`config.mk`:
```
export PLATFORM = sky130hd
export DESIGN_NAME = bcr_dpll
export DESIGN_NICKNAME = d
export VERILOG_FILES = /design/src/rtl/bcr_pkg.sv /design/src/rtl/bcr_mode_fsm.sv /design/src/rtl/bcr_xing_det.sv /design/src/rtl/bcr_phase_loop.sv /design/src/rtl/bcr_dpll.sv
export SDC_FILE = /design/constraint.sdc
export NUM_CORES = 1
export LEC_CHECK = 0
export BUFFER_PORTS_ARGS = -buffer_cell sky130_fd_sc_hd__buf_2
export CAP_MARGIN = 30
export CELL_PAD_IN_SITES_DETAIL_PLACEMENT = 0
export CELL_PAD_IN_SITES_GLOBAL_PLACEMENT = 1
export CORE_UTILIZATION = 46
export CTS_CLUSTER_DIAMETER = 120
export DETAILED_ROUTE_END_ITERATION = 12
export PLACE_DENSITY = 0.76
export SLEW_MARGIN = 10
export SYNTH_ARGS = -nofsm -noshare
export SYNTH_HDL_FRONTEND = slang
export SYNTH_SLANG_ARGS = --single-unit
```
`constraint.sdc`:
```
create_clock -name clk -period 5 [get_ports clk]
set_input_delay 1.5 -clock clk [delete_from_list [all_inputs] [get_ports clk]]
set_output_delay 1.5 -clock clk [all_outputs]
set_load 0.02 [all_outputs]
```
`src/rtl/bcr_pkg.sv`:
```
`timescale 1ns/1ps
package bcr_pkg;
    typedef enum logic [1:0] {
        MD_ACQ  = 2'd0,
        MD_MED  = 2'd1,
        MD_NAR  = 2'd2,
        MD_HOLD = 2'd3
    } mode_e;
endpackage

```
`src/rtl/bcr_mode_fsm.sv`:
```
`timescale 1ns/1ps
module bcr_mode_fsm #(
    parameter int MED_BITS = 30
) (
    input  logic          clk,
    input  logic          rst_n,
    input  logic          acq,
    input  logic          hold_n,
    input  logic          bit_evt,
    output bcr_pkg::mode_e mode_q,
    output logic          narrow
);
    import bcr_pkg::*;
    localparam int CW = $clog2(MED_BITS + 1);

    mode_e          mode_nx;
    logic [CW-1:0]  cnt_q;
    logic           done;

    assign done = (cnt_q == CW'(MED_BITS));

    // next-state selection
    always_comb begin
        mode_nx = mode_q;
        if (acq) begin
            mode_nx = MD_ACQ;                       // ACQ_ENTER
        end else if (!hold_n) begin
            mode_nx = MD_HOLD;                      // HOLD_ENTER
        end else begin
            unique case (mode_q)
                MD_ACQ:  mode_nx = MD_MED;          // ACQ_RELEASE
                MD_MED:  mode_nx = done ? MD_NAR : MD_MED;   // MED_EXPIRE
                MD_NAR:  mode_nx = MD_NAR;
                MD_HOLD: mode_nx = done ? MD_NAR : MD_MED;   // HOLD_RESUME_*
                default: mode_nx = MD_ACQ;
            endcase
        end
    end

    // state register and bit timer
    always_ff @(posedge clk or negedge rst_n) begin
        if (!rst_n) begin
            mode_q <= MD_ACQ;
            cnt_q  <= '0;
        end else begin
            mode_q <= mode_nx;
            if (acq)
                cnt_q <= '0;
            else if (mode_q == MD_MED && bit_evt && !done)
                cnt_q <= cnt_q + CW'(1);
        end
    end

    // outputs
    always_comb begin
        narrow = (mode_q == MD_NAR);
    end
endmodule

```
`src/rtl/bcr_xing_det.sv`:
```
`timescale 1ns/1ps
module bcr_xing_det (
    input  logic clk,
    input  logic rst_n,
    input  logic tick,
    input  logic din,
    output logic xing,
    output logic zc_q
);
    logic din_q;

    assign xing = tick && (din != din_q);

    always_ff @(posedge clk or negedge rst_n) begin
        if (!rst_n) begin
            din_q <= 1'b0;
            zc_q  <= 1'b0;
        end else begin
            zc_q <= xing;
            if (tick)
                din_q <= din;
        end
    end
endmodule

```
`src/rtl/bcr_phase_loop.sv`:
```
`timescale 1ns/1ps
module bcr_phase_loop #(
    parameter int PH_W    = 7,
    parameter int MED_LIM = 8,
    parameter int NAR_LIM = 2
) (
    input  logic            clk,
    input  logic            rst_n,
    input  logic            tick,
    input  logic            xing,
    input  logic            acq,
    input  logic            hold_n,
    input  logic            narrow,
    output logic [PH_W-1:0] ph_q,
    output logic            samp_q
);
    localparam int SW = PH_W + 1;

    logic signed [SW-1:0] err_x, acc_q, sum, corr, lim;
    logic                 half_q;
    logic [PH_W-1:0]      ph_nx;

    assign err_x = $signed({ph_q[PH_W-1], ph_q});
    assign sum   = acc_q + err_x;
    assign lim   = narrow ? SW'(NAR_LIM) : SW'(MED_LIM);

    always_comb begin
        corr = '0;
        if (xing) begin
            if (acq) begin
                corr = err_x;
            end else if (hold_n && half_q) begin
                if (sum > lim)
                    corr = lim;
                else if (sum < -lim)
                    corr = -lim;
                else
                    corr = sum;
            end
        end
        ph_nx = ph_q + PH_W'(1) - corr[PH_W-1:0];
    end

    always_ff @(posedge clk or negedge rst_n) begin
        if (!rst_n) begin
            ph_q   <= '0;
            samp_q <= 1'b0;
            acc_q  <= '0;
            half_q <= 1'b0;
        end else begin
            samp_q <= tick && ph_nx[PH_W-1] && !ph_q[PH_W-1];
            if (tick)
                ph_q <= ph_nx;
            if (acq || !hold_n) begin
                acc_q  <= '0;
                half_q <= 1'b0;
            end else if (xing) begin
                acc_q  <= half_q ? '0 : err_x;
                half_q <= !half_q;
            end
        end
    end
endmodule

```
`src/rtl/bcr_dpll.sv`:
```
`timescale 1ns/1ps
module bcr_dpll #(
    parameter int PH_W     = 7,
    parameter int MED_BITS = 30
) (
    input  logic            clk,
    input  logic            rst_n,
    input  logic            smp_stb,
    input  logic            din,
    input  logic            acq,
    input  logic            hold_n,
    output logic            bclk,
    output logic            samp_stb,
    output logic            zc_stb,
    output logic [PH_W-1:0] bit_phase
);
    localparam int PERIOD  = 1 << PH_W;
    localparam int MED_LIM = PERIOD / 16;
    localparam int NAR_LIM = PERIOD / 64;

    bcr_pkg::mode_e mode_q;
    logic           narrow;
    logic           xing;

    bcr_xing_det u_xing (
        .clk   (clk),
        .rst_n (rst_n),
        .tick  (smp_stb),
        .din   (din),
        .xing  (xing),
        .zc_q  (zc_stb)
    );

    bcr_phase_loop #(
        .PH_W    (PH_W),
        .MED_LIM (MED_LIM),
        .NAR_LIM (NAR_LIM)
    ) u_loop (
        .clk    (clk),
        .rst_n  (rst_n),
        .tick   (smp_stb),
        .xing   (xing),
        .acq    (acq),
        .hold_n (hold_n),
        .narrow (narrow),
        .ph_q   (bit_phase),
        .samp_q (samp_stb)
    );

    bcr_mode_fsm #(
        .MED_BITS (MED_BITS)
    ) u_fsm (
        .clk     (clk),
        .rst_n   (rst_n),
        .acq     (acq),
        .hold_n  (hold_n),
        .bit_evt (samp_stb),
        .mode_q  (mode_q),
        .narrow  (narrow)
    );

    assign bclk = bit_phase[PH_W-1];
endmodule

```
==> flow_metrics.py <==
metrics = {
    "logic_synthesis": {
        "synth_edf_count": 0,
        "synthSimpleGateAreaFrac_pct": 16.88,
        "synth_top_family_by_area": "adder cells",
        "synth-compound-area-share_pct": 16.26,
        "netlist.area_leader.share_pct": 34.46,
        "synth_cell_types": 49,
        "post_synth.cell_area_avg_um2": 9.921,
        "yosysWarningCount": 0,
        "ys_seq_area_share_pct": 34.46,
        "synth.area.top_cells": "dfrtp_1 34%, ha_1 16%, nor2_1 3.9%",
        "netlist_instances": 183,
        "ys_ff_latch": 25,
        "synth_area_um2": 1815,
        "synthesis.nets": 214,
        "synthXorXnorAreaFrac_pct": 4.824,
        "ys.flop_type": "dfrtp_1",
        "async_reset_ff_share_pct": 100.0,
        "synthAdderAreaFrac_pct": 18.06,
        "yosysTopAreaCell": "dfrtp_1",
        "synthMuxAreaShare_pct": 6.823,
    },
    "cells_and_area": {
        "final_cell_mix": "25 x dfrtp_1, 21 x ha_1, 18 x nor2_1",
        "syn2layout_area_growth_pct": 14.68,
        "fin_nets": 237,
        "drive_above_1_share_pct": 22.44,
        "final_cells": 253,
        "n_antenna_cell": 0,
        "final_common_cell": "dfrtp_1",
        "regArea_um2": 625.6,
        "multi_input_area_um2": 1194,
        "stdcell_area_um2": 2082,
        "fin_util_pct": 56.03,
        "fillers": 328,
    },
    "grt": {
        "grt_pass1_wl_um": 6803,
        "grt_pass1_vias": 1542,
        "gr-total-overflow": 0,
        "globalRouteTotalUtil_pct": 21.32,
        "grt_max_degree": 26,
        "antenna_found_initial": 0,
    },
    "worst_setup_path": {
        "reg2reg_depth": 22,
        "start_kind": "flop",
        "cp-end-kind": "flop",
        "worstReg2RegEnd": "u_loop.ph_q[6]",
        "critPathRequiredTime_ns": 5.20,
        "cp_data_arrival_time_ns": 5.00,
        "crit_fanout": 5,
        "r2r_slack_ns": 0.20,
        "criticalPathCategory": "flop to flop",
        "timing.rr.start": "u_loop.ph_q[2]",
        "crit_path_end": "u_loop.ph_q[6]",
        "critPathLaunch": "u_loop.ph_q[2]",
    },
    "die": {
        "start_util_pct": 48.86,
        "die_h_um": 64.82,
        "dieArea_um2": 4202,
        "io_pins": 16,
        "rows": 22,
        "die_width_um": 64.82,
        "core-area_um2": 3716,
    },
    "routing": {
        "ant_nets": 0,
        "wl_met1_um": 1855,
        "post_drt_wl_per_cell_um": 15.79,
        "routed-wl-met3_um": 125,
        "drtPass1Iterations": 4,
        "vias": 1457,
        "drc": 0,
        "top_layer": "met4",
        "wl_met2_um": 1971,
        "drt_iter0_markers": 50,
        "totalWireLength_um": 3994,
        "viasPerCell": 5.759,
    },
    "cts": {
        "clkSinkCount": 25,
        "clkTransAtPathRegs_ns": 0.10,
        "cts_max_path_buffers": 2,
        "cts_made_buffers": 3,
        "clk_latency_ns": 0.28,
        "cts_tree": "yes",
        "htreeDepth": 1,
        "clock-root-buffer": "clkbuf_8",
    },
    "placed_design": {
        "dp_cells": 247,
        "place_area_um2": 1966,
        "io_buffers": 15,
        "dp_worst_setup_slack_ns": 0.02608,
        "gp_congestion": 0.8447,
        "dp_hpwl_um": 3043,
    },
    "timing": {
        "fin_crit_sh_pct": 95.94,
        "holdWs_ns": 0.5140,
        "slew_headroom_pct": 59.10,
        "finalSetupViolations": 0,
        "worst_slack_ns": 0.2031,
        "fmax_mhz": 208.5,
        "tightest_slew_ns": 0.6088,
        "slew_viol_final": 0,
        "skew_ns": 0.01369,
        "min_period_ns": 4.797,
        "hold_violations": 0,
    },
    "power_and_ir_drop": {
        "power_frac_comb_pct": 64.6,
        "p_sw_uw": 534.0,
        "p_leak_nw": 0.9682,
        "ir_drop_mv": 0.3988,
        "p_per_area_nw_per_um2": 573.5,
        "internal_power_uw": 660.0,
        "power.share.sequential_pct": 24.6,
        "p_sw_share_pct": 44.72,
        "clock_power_share_pct": 10.8,
    },
    "run": {
        "maxCapViolCount": 0,
    },
    "run_status": {
        "status": "completed",
    },
    "worst_hold_path": {
        "hold_start": "u_loop.acc_q[3]",
        "hold_path_class": "flop to flop",
    },
}
final cells by class:
class | count | share of cell area (%)
clock buffers | 3 | 1.983
clock inverters | 1 | 0.3606
inverters | 9 | 1.623
multi-input cells | 146 | 57.33
flip-flops and latches | 25 | 30.05
well taps | 48 | 2.885
repair buffers | 21 | 5.769
logic make-up after synthesis:
kind of cell    after synthesis
flops                        25
fa+ha+maj                    25
compound gates               41
simple gates                 60
xor+xnor                     10
buf+inv                      12
mux                          10
critical path: stages (launching register included):
cell	delay, ns
dfrtp_1	0.44
ha_4	0.29
a21oi_2	0.19
and3_1	0.22
nor2_1	0.08
ha_1	0.31
nand2_1	0.06
nor3_1	0.17
o32ai_1	0.13
a211o_1	0.34
mux2i_2	0.21
mux2i_1	0.25
o22ai_2	0.09
ha_1	0.30
inv_1	0.05
ha_1	0.23
a21oi_2	0.17
o21ai_1	0.10
o21a_1	0.19
nor2_2	0.13
xnor2_2	0.16
mux4_2	0.54
o221ai_1	0.08
per-stage QoR:
stage	TNS (ns)	power (mW)
2_1_floorplan	0	0.8333
3_3_place_gp	0	0.9812
3_5_place_dp	0	1.007
4_1_cts	0	1.160
5_1_grt	-0.02174	1.297
6_report	0	1.194
power by group through the flow:
stage / sequential [mW] / clock (mW) / combinational, mW
after floorplan: 0.330 / 0 / 0.503
after global placement: 0.296 / 0 / 0.685
after detailed placement: 0.299 / 0 / 0.708
after CTS: 0.291 / 0.131 / 0.738
after global routing: 0.300 / 0.139 / 0.858
final: 0.294 / 0.129 / 0.772
sequential cells by signal, summed over array words and instances, names as in the netlist:
| register | flops |
|---|---|
| u_fsm.cnt_q | 5 |
| u_fsm.mode_q | 2 |
| u_loop.acc_q | 7 |
| u_loop.half_q | 1 |
| u_loop.ph_q | 7 |
| u_loop.samp_q | 1 |
| u_xing.din_q | 1 |
| u_xing.zc_q | 1 |
Yosys cell counts, drive strengths merged, types with 2 or more instances:
| library cell | n |
|---|---|
| nand3 | 4 |
| nor2b | 4 |
| o21ai | 4 |
| dfrtp | 25 |
| nor2 | 19 |
| nand2 | 11 |
| buf | 2 |
| and3 | 2 |
| inv | 9 |
| a22o | 7 |
| nand4 | 3 |
| nor3 | 3 |
| a21oi | 14 |
| nor3b | 4 |
| a22oi | 2 |
| o22ai | 2 |
| fa | 2 |
| mux2 | 6 |
| a211oi | 2 |
| a21o | 2 |
| ha | 23 |
| xor2 | 6 |
| nand2b | 4 |
| mux2i | 3 |
| xnor2 | 4 |
worst min path at each step:
stage	end	slack (ns)	cells past startpoint
after floorplan	u_loop.acc_q[0]	0.48	1
after global placement	u_loop.acc_q[2]	0.50	1
after detailed placement	u_loop.acc_q[3]	0.50	1
after CTS	u_loop.acc_q[3]	0.52	1
after global routing	u_loop.acc_q[5]	0.54	1
final	u_loop.acc_q[3]	0.51	1
timing repair:
action,in CTS,in global routing
setup endpoints to repair,1,1
gates resized for setup,1,10
hold buffers,0,0
pin swaps,0,3
setup buffers,1,1
gates cloned,0,0
metal layers:
metal,track usage [%],vias to the layer above
met5,0,-
li1,-,715
met4,7.778,0
met3,4.754,4
met2,35.42,26
met1,26.91,712
No activity file was read; power rests on OpenSTA's default activity.
